$ cat config.mk
export PLATFORM = sky130hd
export DESIGN_NAME = idata_ram
export DESIGN_NICKNAME = d
export VERILOG_FILES = /design/src/rtl/idata_pkg.sv /design/src/rtl/idata_decode.sv /design/src/rtl/idata_store.sv /design/src/rtl/idata_sp.sv /design/src/rtl/idata_ram.sv
export SDC_FILE = /design/constraint.sdc
export NUM_CORES = 2
export LEC_CHECK = 0
export ABC_AREA = 1
export ABC_CLOCK_PERIOD_IN_PS = 24100
export BUFFER_PORTS_ARGS = -buffer_cell sky130_fd_sc_hd__buf_2
export CAP_MARGIN = 5
export CELL_PAD_IN_SITES_DETAIL_PLACEMENT = 1
export CELL_PAD_IN_SITES_GLOBAL_PLACEMENT = 2
export CORE_MARGIN = 4
export CORE_UTILIZATION = 45
export CTS_BUF_LIST = sky130_fd_sc_hd__clkbuf_16
export DETAILED_ROUTE_END_ITERATION = 10
export PLACE_DENSITY = 0.93
export RECOVER_POWER = 25
export SYNTH_ARGS = -nofsm -noshare
export SYNTH_HDL_FRONTEND = slang
export SYNTH_SLANG_ARGS = --single-unit
$ cat constraint.sdc
create_clock -name clk -period 24.1 [get_ports clk]
set_clock_uncertainty 0.05 [all_clocks]
set_input_delay 2.41 -clock clk [delete_from_list [all_inputs] [get_ports clk]]
set_output_delay 2.41 -clock clk [all_outputs]
set_load 0.03 [all_outputs]
$ cat src/rtl/idata_pkg.sv
package idata_pkg;
  localparam int ADDR_W = 8;
  localparam int DATA_W = 8;
  localparam int BANK_W = 2;
  localparam int REG_W  = 3;
  localparam int POS_W  = $clog2(DATA_W);
  localparam int DEPTH  = 1 << ADDR_W;
  localparam logic [ADDR_W-1:0] BIT_WIN_BASE = 8'h20;
  localparam logic [ADDR_W-1:0] BIT_WIN_LAST = BIT_WIN_BASE + ADDR_W'((DEPTH / 2) / DATA_W - 1);

  typedef enum logic [3:0] {
    OP_IDLE   = 4'd0,
    OP_DIR_RD = 4'd1,
    OP_DIR_WR = 4'd2,
    OP_IND_RD = 4'd3,
    OP_IND_WR = 4'd4,
    OP_REG_RD = 4'd5,
    OP_REG_WR = 4'd6,
    OP_BIT_RD = 4'd7,
    OP_BIT_WR = 4'd8,
    OP_PUSH   = 4'd9,
    OP_POP    = 4'd10
  } ram_op_e;

  // Working register n of bank b sits at b*8 + n.
  function automatic logic [ADDR_W-1:0] reg_byte_addr(input logic [BANK_W-1:0] bank,
                                                      input logic [REG_W-1:0] idx);
    return ADDR_W'({bank, idx});
  endfunction

  // Flag address -> host byte inside the bit window.
  function automatic logic [ADDR_W-1:0] flag_byte_addr(input logic [ADDR_W-1:0] baddr);
    return BIT_WIN_BASE + (baddr >> POS_W);
  endfunction

  function automatic logic [POS_W-1:0] flag_bit_pos(input logic [ADDR_W-1:0] baddr);
    return baddr[POS_W-1:0];
  endfunction

  function automatic logic in_upper_half(input logic [ADDR_W-1:0] a);
    return a[ADDR_W-1];
  endfunction
endpackage

$ cat src/rtl/idata_decode.sv
module idata_decode
  import idata_pkg::*;
(
  input  logic              clk,
  input  logic              rst_n,
  input  logic [3:0]        op,
  input  logic [ADDR_W-1:0] addr,
  input  logic [BANK_W-1:0] bank_sel,
  input  logic [ADDR_W-1:0] sp,
  output logic [ADDR_W-1:0] ram_addr,
  output logic              ram_we,
  output logic              bit_mode,
  output logic [POS_W-1:0]  bit_pos,
  output logic              ld_byte,
  output logic              ld_bit,
  output logic              sfr_hit,
  output logic              sfr_bit_hit,
  output logic              sp_inc,
  output logic              sp_dec
);
  logic ptr_path;  // pointer-based access (indirect or stack)

  always_comb begin
    ram_addr    = addr;
    ram_we      = 1'b0;
    bit_mode    = 1'b0;
    bit_pos     = flag_bit_pos(addr);
    ld_byte     = 1'b0;
    ld_bit      = 1'b0;
    sfr_hit     = 1'b0;
    sfr_bit_hit = 1'b0;
    sp_inc      = 1'b0;
    sp_dec      = 1'b0;
    ptr_path    = 1'b0;
    case (op)
      OP_DIR_RD, OP_DIR_WR: begin
        sfr_hit = in_upper_half(addr);
        ram_we  = (op == OP_DIR_WR) && !in_upper_half(addr);
        ld_byte = (op == OP_DIR_RD);
      end
      OP_IND_RD, OP_IND_WR: begin
        ptr_path = 1'b1;
        ram_we   = (op == OP_IND_WR);
        ld_byte  = (op == OP_IND_RD);
      end
      OP_REG_RD, OP_REG_WR: begin
        ram_addr = reg_byte_addr(bank_sel, addr[REG_W-1:0]);
        ram_we   = (op == OP_REG_WR);
        ld_byte  = (op == OP_REG_RD);
      end
      OP_BIT_RD, OP_BIT_WR: begin
        sfr_hit     = in_upper_half(addr);
        sfr_bit_hit = in_upper_half(addr);
        ram_addr    = flag_byte_addr(addr);
        bit_mode    = 1'b1;
        ram_we      = (op == OP_BIT_WR) && !in_upper_half(addr);
        ld_bit      = (op == OP_BIT_RD);
      end
      OP_PUSH: begin
        ptr_path = 1'b1;
        ram_addr = sp + ADDR_W'(1);
        ram_we   = 1'b1;
        sp_inc   = 1'b1;
      end
      OP_POP: begin
        ptr_path = 1'b1;
        ram_addr = sp;
        ld_byte  = 1'b1;
        sp_dec   = 1'b1;
      end
      default: ;
    endcase
  end

  // Only pointer accesses may write the upper half.
  assert_upper_ptr_only_R3: assert property (@(posedge clk) disable iff (!rst_n)
    (ram_we && !ptr_path) |-> !in_upper_half(ram_addr));

  // A diverted access never writes RAM.
  assert_sfr_no_ram_R7: assert property (@(posedge clk) disable iff (!rst_n)
    sfr_hit |-> !ram_we);

  // Flag writes stay inside the bit window.
  assert_flag_window_R5: assert property (@(posedge clk) disable iff (!rst_n)
    (ram_we && bit_mode) |-> (ram_addr >= BIT_WIN_BASE && ram_addr <= BIT_WIN_LAST));
endmodule

$ cat src/rtl/idata_store.sv
module idata_store
  import idata_pkg::*;
(
  input  logic              clk,
  input  logic              rst_n,
  input  logic [ADDR_W-1:0] ram_addr,
  input  logic              ram_we,
  input  logic              bit_mode,
  input  logic [POS_W-1:0]  bit_pos,
  input  logic [DATA_W-1:0] wdata,
  input  logic              wbit,
  output logic [DATA_W-1:0] rd_q,
  output logic              rd_bit
);
  logic [DATA_W-1:0] mem [DEPTH];
  logic [DATA_W-1:0] sel_mask;
  logic [DATA_W-1:0] merged;

  assign rd_q   = mem[ram_addr];
  assign rd_bit = rd_q[bit_pos];

  // Per-lane merge: byte writes take wdata, flag writes replace one lane.
  for (genvar g = 0; g < DATA_W; g++) begin : g_lane
    assign sel_mask[g] = (bit_pos == POS_W'(g));
    assign merged[g]   = bit_mode ? (sel_mask[g] ? wbit : rd_q[g]) : wdata[g];
  end

  always_ff @(posedge clk) begin
    if (ram_we) mem[ram_addr] <= merged;
  end

  // Flag write leaves the other seven bits alone.
  assert_flag_rmw_R6: assert property (@(posedge clk) disable iff (!rst_n)
    (ram_we && bit_mode) |=>
      (((mem[$past(ram_addr)] ^ $past(rd_q)) & ~$past(sel_mask)) == '0));

  // Byte write stores the data word.
  assert_byte_store_R1: assert property (@(posedge clk) disable iff (!rst_n)
    (ram_we && !bit_mode) |=> (mem[$past(ram_addr)] == $past(wdata)));
endmodule

$ cat src/rtl/idata_sp.sv
module idata_sp
  import idata_pkg::*;
#(
  parameter logic [ADDR_W-1:0] SP_RESET = 8'h07
) (
  input  logic              clk,
  input  logic              rst_n,
  input  logic              sp_inc,
  input  logic              sp_dec,
  output logic [ADDR_W-1:0] sp
);
  always_ff @(posedge clk) begin
    if (!rst_n)      sp <= SP_RESET;
    else if (sp_inc) sp <= sp + ADDR_W'(1);
    else if (sp_dec) sp <= sp - ADDR_W'(1);
  end

  assert_push_step_R8: assert property (@(posedge clk) disable iff (!rst_n)
    sp_inc |=> (sp == $past(sp) + ADDR_W'(1)));

  assert_pop_step_R8: assert property (@(posedge clk) disable iff (!rst_n)
    sp_dec |=> (sp == $past(sp) - ADDR_W'(1)));

  assert_sp_hold_R10: assert property (@(posedge clk) disable iff (!rst_n)
    (!sp_inc && !sp_dec) |=> $stable(sp));
endmodule

$ cat src/rtl/idata_ram.sv
module idata_ram
  import idata_pkg::*;
#(
  parameter logic [ADDR_W-1:0] SP_RESET = 8'h07
) (
  input  logic              clk,
  input  logic              rst_n,
  input  logic [3:0]        op,
  input  logic [ADDR_W-1:0] addr,
  input  logic [BANK_W-1:0] bank_sel,
  input  logic [DATA_W-1:0] wdata,
  input  logic              wbit,
  output logic [DATA_W-1:0] rdata,
  output logic              rbit,
  output logic              sfr_sel,
  output logic              sfr_bit,
  output logic [ADDR_W-1:0] sfr_addr,
  output logic [ADDR_W-1:0] sp
);
  logic [ADDR_W-1:0] ram_addr;
  logic              ram_we;
  logic              bit_mode;
  logic [POS_W-1:0]  bit_pos;
  logic              ld_byte;
  logic              ld_bit;
  logic              sfr_hit;
  logic              sfr_bit_hit;
  logic              sp_inc;
  logic              sp_dec;
  logic [DATA_W-1:0] rd_q;
  logic              rd_bit;

  idata_decode u_decode (
    .clk(clk), .rst_n(rst_n), .op(op), .addr(addr), .bank_sel(bank_sel), .sp(sp),
    .ram_addr(ram_addr), .ram_we(ram_we), .bit_mode(bit_mode), .bit_pos(bit_pos),
    .ld_byte(ld_byte), .ld_bit(ld_bit), .sfr_hit(sfr_hit), .sfr_bit_hit(sfr_bit_hit),
    .sp_inc(sp_inc), .sp_dec(sp_dec)
  );

  idata_store u_store (
    .clk(clk), .rst_n(rst_n), .ram_addr(ram_addr), .ram_we(ram_we),
    .bit_mode(bit_mode), .bit_pos(bit_pos), .wdata(wdata), .wbit(wbit),
    .rd_q(rd_q), .rd_bit(rd_bit)
  );

  idata_sp #(.SP_RESET(SP_RESET)) u_sp (
    .clk(clk), .rst_n(rst_n), .sp_inc(sp_inc), .sp_dec(sp_dec), .sp(sp)
  );

  assign sfr_sel  = sfr_hit;
  assign sfr_bit  = sfr_bit_hit;
  assign sfr_addr = sfr_hit ? addr : '0;

  always_ff @(posedge clk) begin
    if (!rst_n) begin
      rdata <= '0;
      rbit  <= 1'b0;
    end else begin
      if (ld_byte) rdata <= sfr_hit ? '0 : rd_q;
      if (ld_bit)  rbit  <= sfr_hit ? 1'b0 : rd_bit;
    end
  end

  // Read results move only on a read opcode.
  assert_rdata_hold_R10: assert property (@(posedge clk) disable iff (!rst_n)
    !ld_byte |=> $stable(rdata));

  assert_sfr_read_zero_R3: assert property (@(posedge clk) disable iff (!rst_n)
    (ld_byte && sfr_hit) |=> (rdata == '0));
endmodule

# [Word level (Yosys, flattened, before mapping)]
# Memories as Yosys holds them, arrays and structs flattened.
# Index checks and enable logic that the tools add are counted.
[word_totals] regBits=17 mem_bits_rw=2048 input_bits=25 out_inout_bits=27 elab_cells=69 mem_count=1
[mem_list] name="u_store.mem" words=256 width=8 read_ports=1 rd_ports_with_merged_regs=0 wr=1 line_no="idata_store.sv:15" text="logic [DATA_W-1:0] mem [DEPTH];"
[classes] n_addsub=3 order_cmp=1 eq_ne=17 mux=34 reduce_logical=10
[op_table] op="8-bit two-way mux" n=4
[op_table] op="8-bit case mux with 4 select lines" n=1
[op_table] op="1-bit two-way mux" n=26
[op_table] op="4-bit by 3-bit equality test with 1-bit output (second input constant)" n=4
[op_table] op="3-bit equality test (second input constant)" n=4
[op_table] op="4-bit equality test (second input constant)" n=3
[op_table] op="8-bit by 1-bit adder with 8-bit output (second input constant)" n=1
[op_table] op="4-bit by 2-bit equality test with 1-bit output (second input constant)" n=2
[op_table] op="2-bit OR reduction" n=4
[op_table] op="8-bit by 1-bit subtractor with 8-bit output (second input constant)" n=1
[op_table] op="6-bit by 5-bit adder with 7-bit output (first input constant)" n=1
[op_table] op="3-bit by 2-bit equality test with 1-bit output (second input constant)" n=2
[op_table] op="1-bit case mux with 5 select lines" n=1
[op_table] op="4-bit by 1-bit equality test with 1-bit output (second input constant)" n=1
[op_table] op="3-bit by 4-bit < comparator with 1-bit output (second input constant)" n=1
[op_table] op="1-bit case mux with 4 select lines" n=1
[op_table] op="4-bit OR reduction" n=1
[op_table] op="1-bit binary-select mux with 3-bit select" n=1
[op_table] op="3-bit by 1-bit equality test with 1-bit output (second input constant)" n=1
[op_table] op="3-bit zero test" n=1
[op_table] op="1-bit logical AND" n=2
[op_table] op="2-bit nonzero test" n=1
[op_table] op="1-bit zero test" n=1

# [Logic depth before layout (Yosys ltp)]
# An unclocked memory read counts as a cell.
[depth] depth_word=7 depth_mapped=31 depth_no_buf=27

# [Modules after synthesis]
# A second synthesis with hierarchy kept.
[hier_totals] cells_unflattened=8284 area_unflattened_um2=86220.2
[by_module_without_submodules] module="idata_store" instances=1 cells_per_inst=8016 area_each_um2=84627.4
[by_module_without_submodules] module="idata_sp" instances=1 cells_per_inst=93 area_each_um2=600.6
[by_module_without_submodules] module="idata_decode" instances=1 cells_per_inst=118 area_each_um2=534.3
[by_module_without_submodules] module="idata_ram" instances=1 cells_per_inst=57 area_each_um2=457.9

# [Worst setup path after synthesis]
# OpenSTA, ideal clock, no wires.
[synth_path] path_kind="input port to flip-flop" start="input port op[0]" end="memory u_store.mem[0][5], data pin" arrival_time_ns=14.485 setup_slack_ns=7.378 cell_stages=24 path_buffers=3 cell_sequence="inv_1 nor2_1 nand2_2 nand2_2 buf_4 inv_2 nand2_1 o21ai_2 inv_2 buf_2 clkbuf_1 nand2_1 nand2_1 nand2_1 nand2_1 nor2_1 nor2_1 nor2_1 nand2_1 nor2_1 nand3_1 a21oi_1 a31oi_1 o21ai_0"
[synth_between] elab_chain_cells=6
[synth_rtl] item="from (decl)" line_no="idata_ram.sv:8" text="input logic [3:0] op,"
[synth_rtl] item="4-bit by 3-bit equality test with 1-bit output / 4-bit equality test (equally long branches)" line_no="idata_decode.sv:35" text="case (op)"
[synth_rtl] item="2-bit OR reduction" line_no="idata_decode.sv:35"
[synth_rtl] item="8-bit case mux with 4 select lines" line_no="idata_decode.sv:35"
[synth_rtl] item="memory 256 x 8 bit"
[synth_rtl] item="1-bit two-way mux" line_no="idata_store.sv:25" text="assign merged[g] = bit_mode ? (sel_mask[g] ? wbit : rd_q[g]) : wdata[g];"
[synth_rtl] item="1-bit two-way mux (*)" line_no="idata_store.sv:25"
[synth_rtl] item="via u_store.merged[5]" line_no="idata_store.sv:17" text="logic [DATA_W-1:0] merged;"
[synth_rtl] item="to (decl)" line_no="idata_store.sv:15"
# The timed path passes the listed nets; every way through them passes the cells marked *.

# [Worst setup path after layout]
[layout_path] start="input port op[1]" end="memory u_store.mem[45][0], data pin"
# Same word-level chain as after synthesis.

==> results <==
- Gates resized during post-CTS repair numbered 0.
- The overflow left after global routing is 0.
- The total number of vias is 65500.
- Hold repair after CTS inserted 0 buffers.
- The starting DRC count in detailed routing is 6373.
- In this design, the stage delay of the slowest critical-path cell is 5250 ps.
- Entering global routing, the biggest net connects 215 pins.
- Clock tree synthesis found a total of 2065 sinks.
- The maximum fanout count along the critical path is 106.
- The origin of the worst setup path is op[1].
- TritonCTS built the clock tree.
- In this run the vertical extent of the chip is 459 um.
- The final critical path takes up 70.8% of the cycle.
- In this run, distinct cell masters in the synthesized netlist total 38.
- The depth of the worst register-to-register path is 23.
- The total power is 8300 uW.
- The number of global-route vias before repair is 68300.
- In this run the worst hold path is classified as register to register.
- Counting along the longest clock path gives a buffer depth of 3.
- The leakage power is 0.0419 uW.
- The final reports fail on max-capacitance violations, max-slew violations.
- The worst-case IR drop observed on VDD is 59.6 uV.
- The number of antenna violations at the first check in global routing is 9.
- The number of remaining DRC errors is 0.
- The detailed-router iteration count before antenna repair is 6.
- The commonest non-fill, non-tap cell in the layout is sky130_fd_sc_hd__nand2_1.
- The timing endpoint of the critical path is u_store.mem[45][0]$_DFFE_PP_.
- The number of nets produced by synthesis is 9275.
- The worst path required time is 24550 ps.
- In this run the power density over the cells is 82.5 mW/mm^2.
- The number of routed nets with antenna violations is 0.
- The slowest cell on the critical path is sky130_fd_sc_hd__clkinvlp_2.
- The path type of the worst setup path is primary input to register.
- The post-synth design cell area is 0.0914 mm^2.
- The worst path in the final design needs a cycle of 17070 ps, including I/O delays and setup.
- The global-route wire length before repair is 428000 um.
- Counting the buffers created by CTS gives 213.
- The fraction of final layout cells sized beyond drive strength 1 is 4.73%.
- The flow ran to the end, but the final reports show violations.
- The HPWL after detailed placement is 167000 um.
- The worst setup slack for register-to-register paths is 9490 ps.
- After detailed routing, the number of vias per cell comes to 5.46.
- The synthesized design contains 2065 register bits.
- Clock-pin slew was measured on the worst setup and hold paths at 60 ps.
- At the end of routability-driven placement, the weighted congestion stood at 0.851.
- The fraction of the yosys area taken by sequential cells is 67.6%.
- The number of buffers added on ports is 51.
- STA puts the critical path data arrival time at 17520 ps.
- After detailed routing, the average wire length per cell comes to 24.1 um.
- The count of max-cap constraint violations is 11.
- The overall track demand over capacity in global routing is 27.0%.
- The number of max-slew violations in the final report is 265.
- 52 I/O pins were placed.
- In the final design database the tool counted 9183 nets.
- The hold violation total from the final report is 0.
- The total wirelength of the detailed-routed design is 289000 um.
- The setup total negative slack is 0 ps.
- Setup violations remaining at the end of the flow were counted as 0.
- The H-tree generated during clock tree synthesis spans 4 levels.
- The floorplan has 165 rows.
- The initial utilization of the core area, before any placement, comes to 45.2%.
- After clock tree synthesis, the setup repair step added 0 buffers.
- The total area inside the core boundary comes to 0.202 mm^2.
- The origin of the critical flop-to-flop path is u_sp.sp[0]$_SDFFE_PN1N_.
- The floorplan step set the die width to 459 um.
- The library cells used most frequently in the layout, excluding fill and tap cells, are sky130_fd_sc_hd__nand2_1 (3776), sky130_fd_sc_hd__edfxtp_1 (2048), sky130_fd_sc_hd__inv_1 (1121).
- For this run, the top clock speed supported by timing is 0.0586 GHz.
- After filler insertion, the fill cell instance count of the layout stands at 22300.
- The type of origin of the critical path is a primary input.
- Timing analysis after detailed placement gives a worst setup slack of 12260 ps.
- The pin slew with the least headroom to its limit is 5150 ps.
- The die covers 0.210 mm^2.
- In this run the tightest slew margin relative to its limit is -245%.
- Counting every instance in the synthesized netlist gives 9248.
- The area overhead of the layout relative to synthesis is 10.0%.
- The clock latency on the worst-skew pair is 870 ps.
- The worst register-to-register path ends at u_store.mem[45][0]$_DFFE_PP_.
- The worst setup path is captured at a register.
- The clock root buffer master is sky130_fd_sc_hd__clkbuf_16.
- The Yosys step of the flow raised 0 warnings.
- The most prevalent standard cell on the critical path is sky130_fd_sc_hd__nand2_1.
- The worst path setup slack after routing is 7030 ps.
- Setup repair after global routing left no endpoint under its margin.
- The post-synthesis average cell area is 9.89 um^2.
## registers in the layout (all words and copies together) (netlist names)
signal / flops
rbit: 1
rdata: 8
u_sp.sp: 8
u_store.mem: 2048
## critical path: cells and delay by family
family | cells | cell delay (ps)
buffers and inverters | 9 | 10520
AO/OA/AOI/OAI | 4 | 2740
AND/OR/NAND/NOR | 12 | 1560
## cell usage after synthesis (all sizes together)
cell type / instances / share of area [%]
a22oi: 1 / 0.0082
edfxtp: 2048 / 67
a21oi: 29 / 0.17
clkinv: 4 / 0.016
o31ai: 4 / 0.033
nor2: 770 / 3.2
dfxtp: 17 / 0.37
a21boi: 1 / 0.0082
o311ai: 1 / 0.0096
xor2: 2 / 0.019
o2111ai: 2 / 0.019
a211oi: 2 / 0.016
o21ai: 696 / 3.8
o211ai: 4 / 0.033
nand3: 22 / 0.12
nand2: 3789 / 16
clkbuf: 268 / 1.1
nand3b: 286 / 2.3
a31oi: 1 / 0.0068
ha: 2 / 0.027
or2: 1 / 0.0068
inv: 1077 / 4.4
nand4: 5 / 0.034
o21bai: 4 / 0.033
buf: 206 / 1.3
nor3: 6 / 0.038
## stage by stage
| stage | area, um^2 | instances | hold slack, ps | utilization (%) |
|---|---|---|---|---|
| after floorplan | 91400 | 9248 | 543 | - |
| after global placement | 94100 | 11600 | 407 | 46.5 |
| after detailed placement | 94100 | 11600 | 404 | 46.5 |
| after CTS | 101000 | 12000 | 413 | 49.8 |
| after global routing | 101000 | 12000 | 438 | 49.8 |
| final | 101000 | 12000 | 414 | 49.8 |
## kinds of logic after synthesis
kind of cell | after synthesis | share of synthesized area [%]
adders and majority gates | 2 | 0.0274
DFF | 2065 | 67.6
AOI/OAI and AO/OA | 745 | 4.15
buffers and inverters | 1555 | 6.85
and+or+nand+nor | 4879 | 21.3
xor gates and xnor gates | 2 | 0.0192
## per-layer routing
metal  part of all wire, %  routed length [um]  GRT usage [%]  vias to the layer above
li1                      -                   -              -                    29500
met1                    40              115000           34.4                    33200
met2                    49              143000           46.3                     2206
met3                   6.6               19200           3.90                      605
met4                   4.4               12800           11.5                        2
met5                0.0041                  12              0                        -
## where the power goes
part | internal [uW] | switching (uW)
clock | 1800 | 1400
sequential | 4020 | 3.13
combinational | 223 | 857
total | 6040 | 2260
## layout make-up
cell class	count	area, um^2	area share, %
flip-flops and latches	2065	61800	61.5
clock inverters	166	1150	1.14
repair buffers	167	1210	1.20
diodes	1	2.50	0.00249
inverters	1081	4070	4.04
clock buffers	220	5510	5.47
well taps	2672	3340	3.32
multi-input cells	5628	23500	23.3
## worst min-delay path by stage
stage                                      from  depth (start not counted)                     to
after CTS                 rdata[3]$_SDFFE_PN0P_                          2  rdata[3]$_SDFFE_PN0P_
final                     rdata[5]$_SDFFE_PN0P_                          2  rdata[5]$_SDFFE_PN0P_
after global placement    rdata[5]$_SDFFE_PN0P_                          2  rdata[5]$_SDFFE_PN0P_
after floorplan               rbit$_SDFFE_PN0P_                          2      rbit$_SDFFE_PN0P_
after global routing      rdata[5]$_SDFFE_PN0P_                          2  rdata[5]$_SDFFE_PN0P_
after detailed placement  rdata[3]$_SDFFE_PN0P_                          2  rdata[3]$_SDFFE_PN0P_
(Power assumes the default switching activity.)
